[config.mk]
export PLATFORM = sky130hd
export DESIGN_NAME = sir_pulse_tx
export DESIGN_NICKNAME = d
export VERILOG_FILES = /design/src/rtl/sir_pulse_tx.sv
export SDC_FILE = /design/constraint.sdc
export NUM_CORES = 1
export LEC_CHECK = 0
export ABC_AREA = 0
export ABC_CLOCK_PERIOD_IN_PS = 5600
export CORE_MARGIN = 1.5
export CORE_UTILIZATION = 45
export CTS_CLUSTER_SIZE = 20
export DETAILED_ROUTE_END_ITERATION = 16
export PLACE_DENSITY = 0.66
export SYNTH_ARGS = -nofsm -noshare
export SYNTH_HDL_FRONTEND = slang
export SYNTH_SLANG_ARGS = --single-unit
[constraint.sdc]
create_clock -name clk -period 5.6 [get_ports clk]
set_input_delay 0.56 -clock clk [delete_from_list [all_inputs] [get_ports clk]]
set_output_delay 0.56 -clock clk [all_outputs]
set_load 0.1 [all_outputs]
[src/rtl/sir_pulse_tx.sv]
module sir_pulse_tx #(
  parameter int BAUD_W = 6,
  parameter int PW_W   = 5,
  parameter int PRE_W  = 5,
  parameter int OVS    = 16,
  parameter int BT_NUM = 144,
  parameter int BT_DEN = 3125,
  parameter int RT_NUM = 1,
  parameter int RT_DEN = 5
) (
  input  logic                          clk,
  input  logic                          rst_n,
  input  logic [BAUD_W+PW_W+PRE_W-1:0]  cfg_next,
  input  logic                          phy_en,
  input  logic [2:0]                    mode_sel,
  input  logic                          tx_en,
  input  logic                          rx_en,
  input  logic                          loopback,
  input  logic                          tx_invert,
  input  logic                          in_valid,
  input  logic [7:0]                    in_data,
  output logic                          in_ready,
  output logic                          ir_tx,
  output logic [BAUD_W+PW_W+PRE_W-1:0]  cfg_active,
  output logic                          cfg_err,
  output logic                          sir_on,
  output logic                          mir_on,
  output logic                          fir_on,
  output logic                          tx_en_st,
  output logic                          rx_en_st
);

  localparam int CFG_W  = BAUD_W + PW_W + PRE_W;
  localparam int PL_W   = BAUD_W + PW_W + 1;
  localparam int SUB_W  = $clog2(OVS);
  localparam int BA_W   = $clog2(BT_NUM + BT_DEN) + 1;
  localparam int RA_W   = $clog2(RT_NUM + RT_DEN) + 1;
  localparam int FRAME  = 10;
  localparam int IDX_W  = $clog2(FRAME);

  logic [BA_W-1:0]   bacc;
  logic [RA_W-1:0]   racc;
  logic              phy_q;
  logic [2:0]        mode_q;
  logic              busy;
  logic [FRAME-1:0]  sh;
  logic [IDX_W-1:0]  idx;
  logic [BAUD_W-1:0] pre;
  logic [SUB_W-1:0]  sub;
  logic [PL_W-1:0]   prem;

  wire [BA_W-1:0] bsum  = bacc + BA_W'(BT_NUM);
  wire [RA_W-1:0] rsum  = racc + RA_W'(RT_NUM);
  wire            btick = bsum >= BA_W'(BT_DEN);
  wire            rtick = rsum >= RA_W'(RT_DEN);

  wire [BAUD_W-1:0] baud_a = cfg_active[CFG_W-1 -: BAUD_W];
  wire [PW_W-1:0]   pw_a   = cfg_active[PRE_W +: PW_W];
  wire [PL_W-1:0]   plen   = (PL_W'(pw_a) + PL_W'(1)) * (PL_W'(baud_a) + PL_W'(1));

  wire rise    = phy_en & ~phy_q;
  wire accept  = in_valid & in_ready;
  wire sub_end = (pre == baud_a) & (sub == SUB_W'(OVS - 1));

  assign in_ready = phy_q & (mode_q == 3'b001) & ~cfg_err & tx_en & ~busy;
  assign ir_tx    = (prem != '0) ^ tx_invert;
  assign sir_on   = phy_q & mode_q[0];
  assign mir_on   = phy_q & mode_q[1];
  assign fir_on   = phy_q & mode_q[2];
  assign tx_en_st = tx_en;
  assign rx_en_st = rx_en & (~tx_en | loopback);

  always_ff @(posedge clk) begin
    if (!rst_n) begin
      bacc <= '0;
      racc <= '0;
    end else begin
      bacc <= btick ? bsum - BA_W'(BT_DEN) : bsum;
      racc <= rtick ? rsum - RA_W'(RT_DEN) : rsum;
    end
  end

  always_ff @(posedge clk) begin
    if (!rst_n) begin
      phy_q      <= 1'b0;
      mode_q     <= '0;
      cfg_active <= '0;
      cfg_err    <= 1'b0;
    end else begin
      phy_q <= phy_en;
      if (rise) begin
        cfg_active <= cfg_next;
        mode_q     <= mode_sel;
        cfg_err    <= $countones(mode_sel) > 1;
      end
    end
  end

  always_ff @(posedge clk) begin
    if (!rst_n) begin
      busy <= 1'b0;
      sh   <= '1;
      idx  <= '0;
      pre  <= '0;
      sub  <= '0;
      prem <= '0;
    end else if (!phy_en) begin
      busy <= 1'b0;
      prem <= '0;
    end else if (accept) begin
      busy <= 1'b1;
      sh   <= {1'b1, in_data, 1'b0};
      idx  <= '0;
      pre  <= '0;
      sub  <= '0;
      prem <= plen;
    end else if (busy) begin
      if (rtick && prem != '0) prem <= prem - PL_W'(1);
      if (btick) begin
        if (pre != baud_a) begin
          pre <= pre + BAUD_W'(1);
        end else begin
          pre <= '0;
          if (!sub_end) begin
            sub <= sub + SUB_W'(1);
          end else begin
            sub <= '0;
            if (idx == IDX_W'(FRAME - 1)) begin
              busy <= 1'b0;
              prem <= '0;
            end else begin
              idx  <= idx + IDX_W'(1);
              sh   <= {1'b1, sh[FRAME-1:1]};
              prem <= sh[1] ? '0 : plen;
            end
          end
        end
      end
    end
  end

  p_cfg_hold_r2: assert property (@(posedge clk) disable iff (!rst_n)
    !(phy_en && !phy_q) |=> $stable(cfg_active));

  p_mode_onehot_r3: assert property (@(posedge clk) disable iff (!rst_n)
    !cfg_err |-> $onehot0({fir_on, mir_on, sir_on}));

  p_pulse_zero_bit_r5: assert property (@(posedge clk) disable iff (!rst_n)
    (prem != '0) |-> (busy && !sh[0]));

  p_ready_gate_r9: assert property (@(posedge clk) disable iff (!rst_n)
    in_ready |-> (sir_on && !mir_on && !fir_on && !cfg_err && tx_en && ir_tx == tx_invert));

  p_abort_idle_r10: assert property (@(posedge clk) disable iff (!rst_n)
    !phy_en |=> (!busy && prem == '0));

  p_no_take_other_mode_r11: assert property (@(posedge clk) disable iff (!rst_n)
    (mir_on || fir_on) |-> !in_ready);

endmodule

# After elaboration in Yosys (flattened, before gate mapping)
# Index checks and enable logic that the tools add are counted.
# W data, S select, Z words.
[word_totals] ff_bits=75 inputBits=35 out_inout_bits=24
[op_classes] muxes=37 multipliers=1 n_addsub=12 magnitude_cmp=3 eq_ne=7 bitwise=17 reduce_logical=9
[ops] op="$mux W12" n=8
[ops] op="$mux W10" n=6
[ops] op="$mux W4" n=12
[ops] op="$mux W6" n=4
[ops] op="$add A13 B8 Y13 const B" n=1
[ops] op="$ge A13 B12 Y1 const B" n=1
[ops] op="$mux W13" n=1
[ops] op="$sub A13 B12 Y13 const B" n=1
[ops] op="$add A4 B1 Y4 const B" n=3
[ops] op="$mul A6 B7 Y12" n=1
[ops] op="$reduce_bool A12 Y1" n=1
[ops] op="$sub A12 B1 Y12 const B" n=1
[ops] op="$and A1 B1 Y1" n=11
[ops] op="$eq A4 B4 Y1 const B" n=2
[ops] op="$add A6 B1 Y7 const B" n=1
[ops] op="$add A5 B1 Y6 const B" n=1
[ops] op="$add A6 B1 Y6 const B" n=1
[ops] op="$eq A6 B6 Y1" n=1
[ops] op="$mux W1" n=6
[ops] op="$ne A6 B6 Y1" n=1
[ops] op="$reduce_and A6 Y1" n=1
[ops] op="$reduce_bool A2 Y1" n=3
[ops] op="$ge A4 B3 Y1 const B" n=1
[ops] op="$ne A2 B2 Y1 const B" n=2
[ops] op="12 further kinds" n=15

# Depth between registers and ports, before layout
# Gate-level depths: netlist of run 1.
[depth] depth_word=9 ltp_mapped=18

# Worst setup path before layout of run 1
# OpenSTA, ideal clock, no wires.
[synth_path] path_type="reg-to-reg" from="reg cfg_active[5]" to="reg prem[11]" path_buffers=1 synth_period_minus_slack_ns=5.018 stages_incl_launch_ff=17 path_slack_ns=0.582 arrival_time_ns=4.927 path_cell_list="dfxtp_1 -> clkbuf_1 -> and3_1 -> nand3_1 -> or2_2 -> fa_1 -> fa_1 -> fa_1 -> inv_1 -> ha_1 -> a211oi_1 -> nor2_1 -> o21a_1 -> o21ai_0 -> a21oi_1 -> xnor2_1 -> a311oi_1"
[synth_via] elab_chain_len=9
[synth_rtl] element="from (decl)" line="24" rtl="output logic [BAUD_W+PW_W+PRE_W-1:0] cfg_active,"
[synth_rtl] element="from (signal assigned)" line="92" rtl="cfg_active <= cfg_next;"
[synth_rtl] element="$add A5 B1 Y6 *" line="59" rtl="wire [PL_W-1:0] plen = (PL_W'(pw_a) + PL_W'(1)) * (PL_W'(baud_a) + PL_W'(1));"
[synth_rtl] element="$mul A6 B7 Y12 *" line="59"
[synth_rtl] element="$mux W12" line="134" rtl="prem <= sh[1] ? '0 : plen;"
[synth_rtl] element="$mux W12" line="128" rtl="if (idx == IDX_W'(FRAME - 1)) begin"
[synth_rtl] element="$mux W12" line="124" rtl="if (!sub_end) begin"
[synth_rtl] element="$mux W12" line="120" rtl="if (pre != baud_a) begin"
[synth_rtl] element="$mux W12" line="119" rtl="if (btick) begin"
[synth_rtl] element="$mux W12" line="117" rtl="end else if (busy) begin"
[synth_rtl] element="$mux W12 *" line="110" rtl="end else if (accept) begin"
[synth_rtl] element="to (signal assigned)" line="116" rtl="prem <= plen;"
[synth_rtl] element="to (signal assigned)" line="118" rtl="if (rtick && prem != '0) prem <= prem - PL_W'(1);"
[synth_rtl] element="to (signal assigned)" line="134"
[synth_rtl] element="to (decl)" line="50" rtl="logic [PL_W-1:0] prem;"
# Every way passes the cells marked *; elsewhere a longest branch is shown, timed or not. The select of a mux whose other input is x is not followed.
# A chain may end at the register's enable or synchronous reset.

# Worst setup path in the final report of run 1
# Same ends and word-level chain as after synthesis.

==> impl_metrics.sql, run 1 <==
INSERT INTO impl_metrics (metric_group, metric, value, unit) VALUES
('outcome', 'outcome', 'finished clean', ''),
('yosys', 'synth_flop_cell', 'sky130_fd_sc_hd__dfxtp_1', ''),
('clocking', 'postCtsResizedCells', '0', ''),
('sta', 'worst_pin_slew', '0.993', 'ns'),
('hold_path', 'holdPathEnd', 'cfg_active[4]', ''),
('sta', 'finalWorstPathRequiredPeriod', '4.67', 'ns'),
('routing', 'routed_via_density', '5.63', ''),
('setup_path', 'timing.reg2reg.worst_path_depth', '16', ''),
('yosys', 'synth.net_count', '761', ''),
('floorplanning', 'chipHeight', '113', 'um'),
('setup_path', 'critical_path_buf_inv_count', '1', ''),
('setup_path', 'critPathLaunch', 'cfg_active[5]', ''),
('floorplanning', 'pin_count', '59', ''),
('place', 'place.detailed.hpwl', '9360', 'um'),
('setup_path', 'category_of_the_worst_setup_path_launch_point', 'flip-flop', ''),
('final_layout', 'finish.net_count', '805', ''),
('global_routing', 'grt_pass1_vias', '4656', ''),
('routing', 'route.antenna.remaining_nets', '0', ''),
('yosys', 'yosysSeqAreaShare', '27.1', '%'),
('clocking', 'number_of_buffers_added_by_the_clock_tree_synthesis_step', '9', ''),
('place', 'finalWeightedCongestion', '0.847', ''),
('global_routing', 'grt_antenna_before_repair', '0', ''),
('clocking', 'insertion_delay', '0.34', 'ns'),
('sta', 'report.final.setup_viol', '0', ''),
('yosys', 'ys_ff_latch', '73', ''),
('power_and_ir_drop', 'finalPower', '1.45', 'mW'),
('routing', 'drt-pass1-iter-count', '8', ''),
('clocking', 'cts.htree.levels', '3', ''),
('hold_path', 'whs_path_depth', '2', ''),
('global_routing', 'largest_net_degree_at_the_start_of_global_routing', '58', ''),
('power_and_ir_drop', 'switchingPower', '0.425', 'mW'),
('setup_path', 'worst_r2r_startpoint', 'cfg_active[5]', ''),
('setup_path', 'critPathMaxFanout', '12', ''),
('yosys', 'number_of_standard_cells_after_synthesis', '671', ''),
('floorplanning', 'full_die_area', '0.0127', 'mm^2'),
('clocking', 'cts_max_path_buffers', '2', ''),
('job', 'max-cap-violations', '0', ''),
('yosys', 'syn_area', '0.00540', 'mm^2'),
('setup_path', 'timing.setup.critical_path_class', 'flip-flop to flip-flop', ''),
('routing', 'totalWireLength', '12700', 'um'),
('setup_path', 'cell_with_the_biggest_individual_delay_on_the_critical_path', 'sky130_fd_sc_hd__dfxtp_1', ''),
('routing', 'drt_iter0_drc', '312', ''),
('sta', 'hold_viol_final', '0', ''),
('sta', 'maxSlewHeadroom', '33.6', '%'),
('sta', 'maxSlewViolCount', '0', ''),
('floorplanning', 'placeableCoreArea', '0.0116', 'mm^2'),
('yosys', 'ys_async_sr_fraction', '0', '%'),
('power_and_ir_drop', 'ir_drop', '0.184', 'mV'),
('sta', 'period_utilization_post_route', '83.5', '%'),
('place', 'placed_cell_area', '0.00606', 'mm^2'),
('clocking', 'cts_hold_repair.buffers', '0', ''),
('yosys', 'synth_enable_flop_cells', '0', ''),
('setup_path', 'worstPathArrival', '4.92', 'ns'),
('global_routing', 'gr-usage-all-layers', '20.6', '%'),
('yosys', 'post_synth_num_cell_types', '62', ''),
('hold_path', 'hold_path.class', 'flip-flop to flip-flop', ''),
('power_and_ir_drop', 'power.leakage', '2.63', 'nW'),
('setup_path', 'critical-path-top-delay-family', 'adder cells', ''),
('sta', 'clock-skew-final', '0.00650', 'ns'),
('global_routing', 'grt.overflow.total', '0', ''),
('routing', 'post-route-drc-count', '0', ''),
('final_layout', 'antenna_cells_inserted', '0', ''),
('floorplanning', 'die_x', '113', 'um'),
('yosys', 'synth.yosys.warnings', '0', ''),
('routing', 'wl_per_cell', '14.7', 'um'),
('clocking', 'clock_sink_count', '73', ''),
('setup_path', 'endpoint_kind', 'flip-flop', ''),
('clocking', 'cts_tree', 'built', ''),
('setup_path', 'max_stage_delay', '0.54', 'ns'),
('clocking', 'post_cts_repair_setup_buffers', '0', ''),
('setup_path', 'crit_top_cell', 'sky130_fd_sc_hd__fa_1', '');
final cells by class:
cell class                 count  area, um^2  share of cell area, %
multi-input combinational    526        3650                   57.3
inverter                      43         161                   2.53
clock buffer                  12         256                   4.03
clock inverter                 4        51.3                  0.806
timing repair buffer          62         611                   9.59
sequential                    73        1460                   22.9
tap                          143         179                   2.81
stage by stage:
stage / cells / setup WS [ns] / hold slack [ns] / util, %
after floorplan: 671 / 0.582 / 0.439 / -
after global placement: 847 / 1.18 / 0.451 / 52.4
after detailed placement: 847 / 0.994 / 0.459 / 52.4
after CTS: 863 / 0.973 / 0.468 / 55.1
after global routing: 863 / 0.658 / 0.496 / 55.1
final: 863 / 0.927 / 0.463 / 55.1
logic make-up after synthesis:
logic type               synth area share (%)
AND/OR/NAND/NOR                          23.9
AO/OA/AOI/OAI                            20.3
flip-flops                               27.1
buffers and inverters                    5.38
adder cells (fa/ha/maj)                  15.5
XOR/XNOR                                 7.14
multiplexers                            0.741
tightest hold or removal path, stage by stage, from the launching register on:
cell and delay (ns):
sky130_fd_sc_hd__dfxtp_1 0.31, sky130_fd_sc_hd__nand2_1 0.05, sky130_fd_sc_hd__a21boi_0 0.06
registers in the layout, summed over array words and instances, names as in the netlist:
register and count:
cfg_err 1, idx 4, pre 6, mode_q 3, bacc 13, racc 4
cfg_active 16, sub 4, sh 8, prem 12, busy 1, phy_q 1
placed cells by master (no fill, tap or decap), types with 22 or more instances in the layout:
master                            count
sky130_fd_sc_hd__nand3_1             22
sky130_fd_sc_hd__inv_1               43
sky130_fd_sc_hd__nand2_1             86
sky130_fd_sc_hd__o21ai_0             28
sky130_fd_sc_hd__a21boi_0            24
sky130_fd_sc_hd__a21oi_1             27
sky130_fd_sc_hd__nor2_1              71
sky130_fd_sc_hd__xnor2_1             24
sky130_fd_sc_hd__dfxtp_1             73
sky130_fd_sc_hd__clkdlybuf4s50_1     58
sky130_fd_sc_hd__ha_1                35
synthesized netlist by cell type, drive strengths merged (6+ instances only):
master,n,area share (%)
a211oi,10,1.4
a21boi,24,3.3
a21oi,28,2.7
a31oi,8,0.93
and2,11,1.3
and3,16,1.9
buf,9,1.0
clkbuf,20,1.4
dfxtp,73,27
fa,20,7.4
ha,35,8.1
inv,43,3.0
nand2,86,6.0
nand2b,7,0.81
nand3,22,2.0
nand3b,6,0.83
nand4,6,0.70
nor2,71,4.9
nor3,9,0.83
o211ai,6,1.0
o21a,7,0.97
o21ai,28,2.6
or2,9,1.0
xnor2,24,3.9
xor2,20,3.2
per-layer routing:
layer	track usage (%)	up-vias	part of all wire [%]
met3	6.05	20	6.0
met4	6.84	0	1.9
met5	0	-	0
met2	33.7	134	46
li1	-	2422	-
met1	26.1	2286	46
worst max-delay path by stage:
stage	to	cells past startpoint
after floorplan	prem[11]	16
after global placement	prem[11]	16
after detailed placement	prem[11]	16
after CTS	prem[11]	16
after global routing	prem[10]	16
final	prem[11]	16
power groups by stage:
stage | combinational [mW] | sequential, mW | clock (mW)
2_1_floorplan | 0.163 | 0.624 | 0
3_3_place_gp | 0.277 | 0.583 | 0
3_5_place_dp | 0.284 | 0.586 | 0
4_1_cts | 0.285 | 0.574 | 0.607
5_1_grt | 0.313 | 0.579 | 0.628
6_report | 0.282 | 0.574 | 0.590
Power figures use the tool's default switching activity.
==> run 2, diff against run 1 <==
ABC_CLOCK_PERIOD_IN_PS = 3900   (was 5600)
PLACE_DENSITY = 0.69   (was 0.66)
clock period = 3.9 ns   (was 5.6 ns; I/O delays follow)
==> impl_metrics.sql, run 2 (synthesis gave the netlist of run 1 again) <==
INSERT INTO impl_metrics (metric_group, metric, value, unit) VALUES
('floorplanning', 'full_die_area', '0.0127', 'mm^2'),
('sta', 'total_negative_slack', '-0.0246', 'ns'),
('sta', 'period_utilization_post_route', '101', '%'),
('power_and_ir_drop', 'p_per_area', '307', 'mW/mm^2'),
('setup_path', 'endpoint_kind', 'flip-flop', ''),
('sta', 'rsz0062_at_grt', 'yes', ''),
('routing', 'detailroute.via_count', '4948', ''),
('floorplanning', 'pin_count', '59', ''),
('job', 'max-cap-violations', '0', ''),
('floorplanning', 'std_cell_rows', '39', ''),
('global_routing', 'grt_pass1_vias', '4836', ''),
('sta', 'hold_viol_final', '0', ''),
('sta', 'maxSlewHeadroom', '32.7', '%'),
('sta', 'worst_pin_slew', '1.01', 'ns'),
('routing', 'drt-pass1-iter-count', '11', ''),
('clocking', 'clk_pin_slew', '0.06', 'ns'),
('outcome', 'violations_in_the_final_reports', 'design-rule violations, negative setup slack', ''),
('floorplanning', 'chipHeight', '113', 'um'),
('sta', 'finalWorstPathRequiredPeriod', '3.92', 'ns'),
('sta', 'max_clock_freq', '255', 'MHz'),
('setup_path', 'critPathLaunch', 'cfg_active[12]', ''),
('final_layout', 'antenna_cells_inserted', '0', ''),
('clocking', 'insertion_delay', '0.34', 'ns'),
('routing', 'routed_via_density', '5.54', ''),
('setup_path', 'required_arrival_time_at_the_worst_endpoint', '4.16', 'ns'),
('routing', 'totalWireLength', '13500', 'um'),
('place', 'dp_cells', '861', ''),
('setup_path', 'worstSetupEndpoint', 'prem[10]', ''),
('place', 'placed_cell_area', '0.00641', 'mm^2'),
('final_layout', 'fin_area', '0.00705', 'mm^2'),
('floorplanning', 'die_x', '113', 'um'),
('setup_path', 'critPathMaxFanout', '6', ''),
('final_layout', 'fin_cells', '893', ''),
('setup_path', 'timing.reg2reg.worst_path_depth', '17', ''),
('sta', 'fin_worst_hold_slack', '0.462', 'ns'),
('outcome', 'outcome', 'finished with violations', ''),
('final_layout', 'regMostFlops', 'cfg_active', ''),
('clocking', 'cts.htree.levels', '3', ''),
('setup_path', 'timing.setup.critical_path_class', 'flip-flop to flip-flop', ''),
('global_routing', 'largest_net_degree_at_the_start_of_global_routing', '57', ''),
('final_layout', 'finalCoreUtilization', '61.0', '%'),
('global_routing', 'gr-usage-all-layers', '21.9', '%'),
('global_routing', 'grt.overflow.total', '0', ''),
('place', 'port_buffers', '58', ''),
('final_layout', 'flow.area_growth_from_synthesis', '30.6', '%'),
('final_layout', 'mostFrequentLayoutCell', 'sky130_fd_sc_hd__nand2_1', ''),
('setup_path', 'worst_r2r_startpoint', 'cfg_active[12]', ''),
('clocking', 'number_of_buffers_added_by_the_clock_tree_synthesis_step', '9', ''),
('global_routing', 'grt_first_pass_wirelength', '22700', 'um'),
('setup_path', 'reg2reg_setup_slack', '-0.02', 'ns'),
('hold_path', 'hold_path.class', 'flip-flop to flip-flop', ''),
('floorplanning', 'placeableCoreArea', '0.0116', 'mm^2'),
('sta', 'maxSlewViolCount', '0', ''),
('power_and_ir_drop', 'finalPower', '2.17', 'mW'),
('place', 'finalWeightedCongestion', '0.898', ''),
('routing', 'drt_iter0_drc', '255', ''),
('routing', 'post-route-drc-count', '2', ''),
('clocking', 'cts_root_buffer', 'sky130_fd_sc_hd__clkbuf_16', ''),
('global_routing', 'grt_antenna_before_repair', '0', ''),
('clocking', 'cts_tree', 'built', ''),
('setup_path', 'timing.rr.end', 'prem[10]', ''),
('final_layout', 'largest_registers', 'cfg_active (16), bacc (13), prem (12)', ''),
('routing', 'route.antenna.remaining_nets', '0', ''),
('power_and_ir_drop', 'power.leakage', '2.84', 'nW'),
('floorplanning', 'starting_utilization_of_the_core_area', '46.7', '%'),
('place', 'detailedPlace.worstSlack', '-0.0609', 'ns'),
('clocking', 'cts_max_path_buffers', '2', ''),
('final_layout', 'most-common-layout-cells', 'sky130_fd_sc_hd__nand2_1, sky130_fd_sc_hd__nor2_1, sky130_fd_sc_hd__dfxtp_1, sky130_fd_sc_hd__clkdlybuf4s50_1, sky130_fd_sc_hd__inv_1', ''),
('sta', 'clock-skew-final', '0.00674', 'ns'),
('place', 'place.detailed.hpwl', '9820', 'um'),
('clocking', 'clock_sink_count', '73', ''),
('final_layout', 'finish.net_count', '835', ''),
('power_and_ir_drop', 'ir_drop', '0.258', 'mV'),
('sta', 'post-route-worst-setup-slack', '-0.0246', 'ns'),
('final_layout', 'number_of_flip_flops_in_the_largest_register', '16', ''),
('sta', 'report.final.setup_viol', '1', ''),
('setup_path', 'worstPathArrival', '4.19', 'ns'),
('routing', 'wl_per_cell', '15.1', 'um'),
('setup_path', 'category_of_the_worst_setup_path_launch_point', 'flip-flop', ''),
('final_layout', 'drive_gt1_share', '17.1', '%');
run 2: changes by cell type in the layout (fill, tap and decap cells not counted), moves of 6 or more:
cell	delta
sky130_fd_sc_hd__nor2_1	-7
sky130_fd_sc_hd__nor2_2	+7
sky130_fd_sc_hd__dfxtp_4	+10
sky130_fd_sc_hd__or2_2	-6
sky130_fd_sc_hd__buf_4	+25
sky130_fd_sc_hd__nand3_1	-6
sky130_fd_sc_hd__ha_1	-6
sky130_fd_sc_hd__or2_4	+6
sky130_fd_sc_hd__dfxtp_1	-11
sky130_fd_sc_hd__buf_6	+6
sky130_fd_sc_hd__nand3_4	+6
sky130_fd_sc_hd__ha_4	+6
run 2: repair_timing:
action / 4_1_cts / 5_1_grt
buffers inserted: 1 / 15
hold buffers: 0 / 0
endpoints found under the hold margin: 0 / 0
pin swaps: 2 / 26
endpoints found under the setup margin: 3 / 5
gates cloned: 0 / 0
resized for setup: 11 / 28
run 2: worst min path at each step:
stage / startpoint / to / slack (ns) / cells after the start
finish: cfg_active[3] / cfg_active[3] / 0.46 / 2
floorplan: mode_q[0] / mode_q[0] / 0.44 / 2
global placement: mode_q[0] / mode_q[0] / 0.45 / 2
CTS: cfg_active[3] / cfg_active[3] / 0.47 / 2
global route: cfg_active[3] / cfg_active[3] / 0.48 / 2
detailed placement: cfg_active[3] / cfg_active[3] / 0.46 / 2
run 2: power breakdown:
part,switching [mW],leakage (nW),internal (mW)
Clock,0.320,0.152,0.556
Sequential,0.0449,0.601,0.777
Combinational,0.274,2.08,0.193
run 2: area by class of cell:
| class | instances | area (um^2) |
|---|---|---|
| fillers | 986 | 4510 |
| multi-input cells | 526 | 4050 |
| flip-flops and latches | 73 | 1500 |
| repair buffers | 92 | 856 |
| clock buffers | 10 | 229 |
| well taps | 143 | 179 |
| inverters | 43 | 161 |
| clock inverters | 6 | 82.6 |
run 2: critical path, cell delays in order, from the launching register on:
cell and delay (ns):
sky130_fd_sc_hd__dfxtp_4 0.39, sky130_fd_sc_hd__and3_4 0.20, sky130_fd_sc_hd__nand3_4 0.08, sky130_fd_sc_hd__xor2_4 0.17
sky130_fd_sc_hd__or2_4 0.25, sky130_fd_sc_hd__fa_1 0.54, sky130_fd_sc_hd__inv_1 0.06, sky130_fd_sc_hd__fa_1 0.49
sky130_fd_sc_hd__inv_1 0.05, sky130_fd_sc_hd__fa_1 0.49, sky130_fd_sc_hd__inv_2 0.04, sky130_fd_sc_hd__ha_4 0.22
sky130_fd_sc_hd__o21a_1 0.10, sky130_fd_sc_hd__a21o_1 0.18, sky130_fd_sc_hd__a21oi_2 0.17, sky130_fd_sc_hd__xnor2_2 0.14
sky130_fd_sc_hd__nand2_1 0.07, sky130_fd_sc_hd__a31oi_1 0.18
run 2: layer usage:
metal	GRT usage [%]	wire, um	part of all wire (%)
met5	0	0	0
met4	8.02	208	1.5
met3	4.91	760	5.6
met2	35.7	6370	47
met1	28.5	6140	46
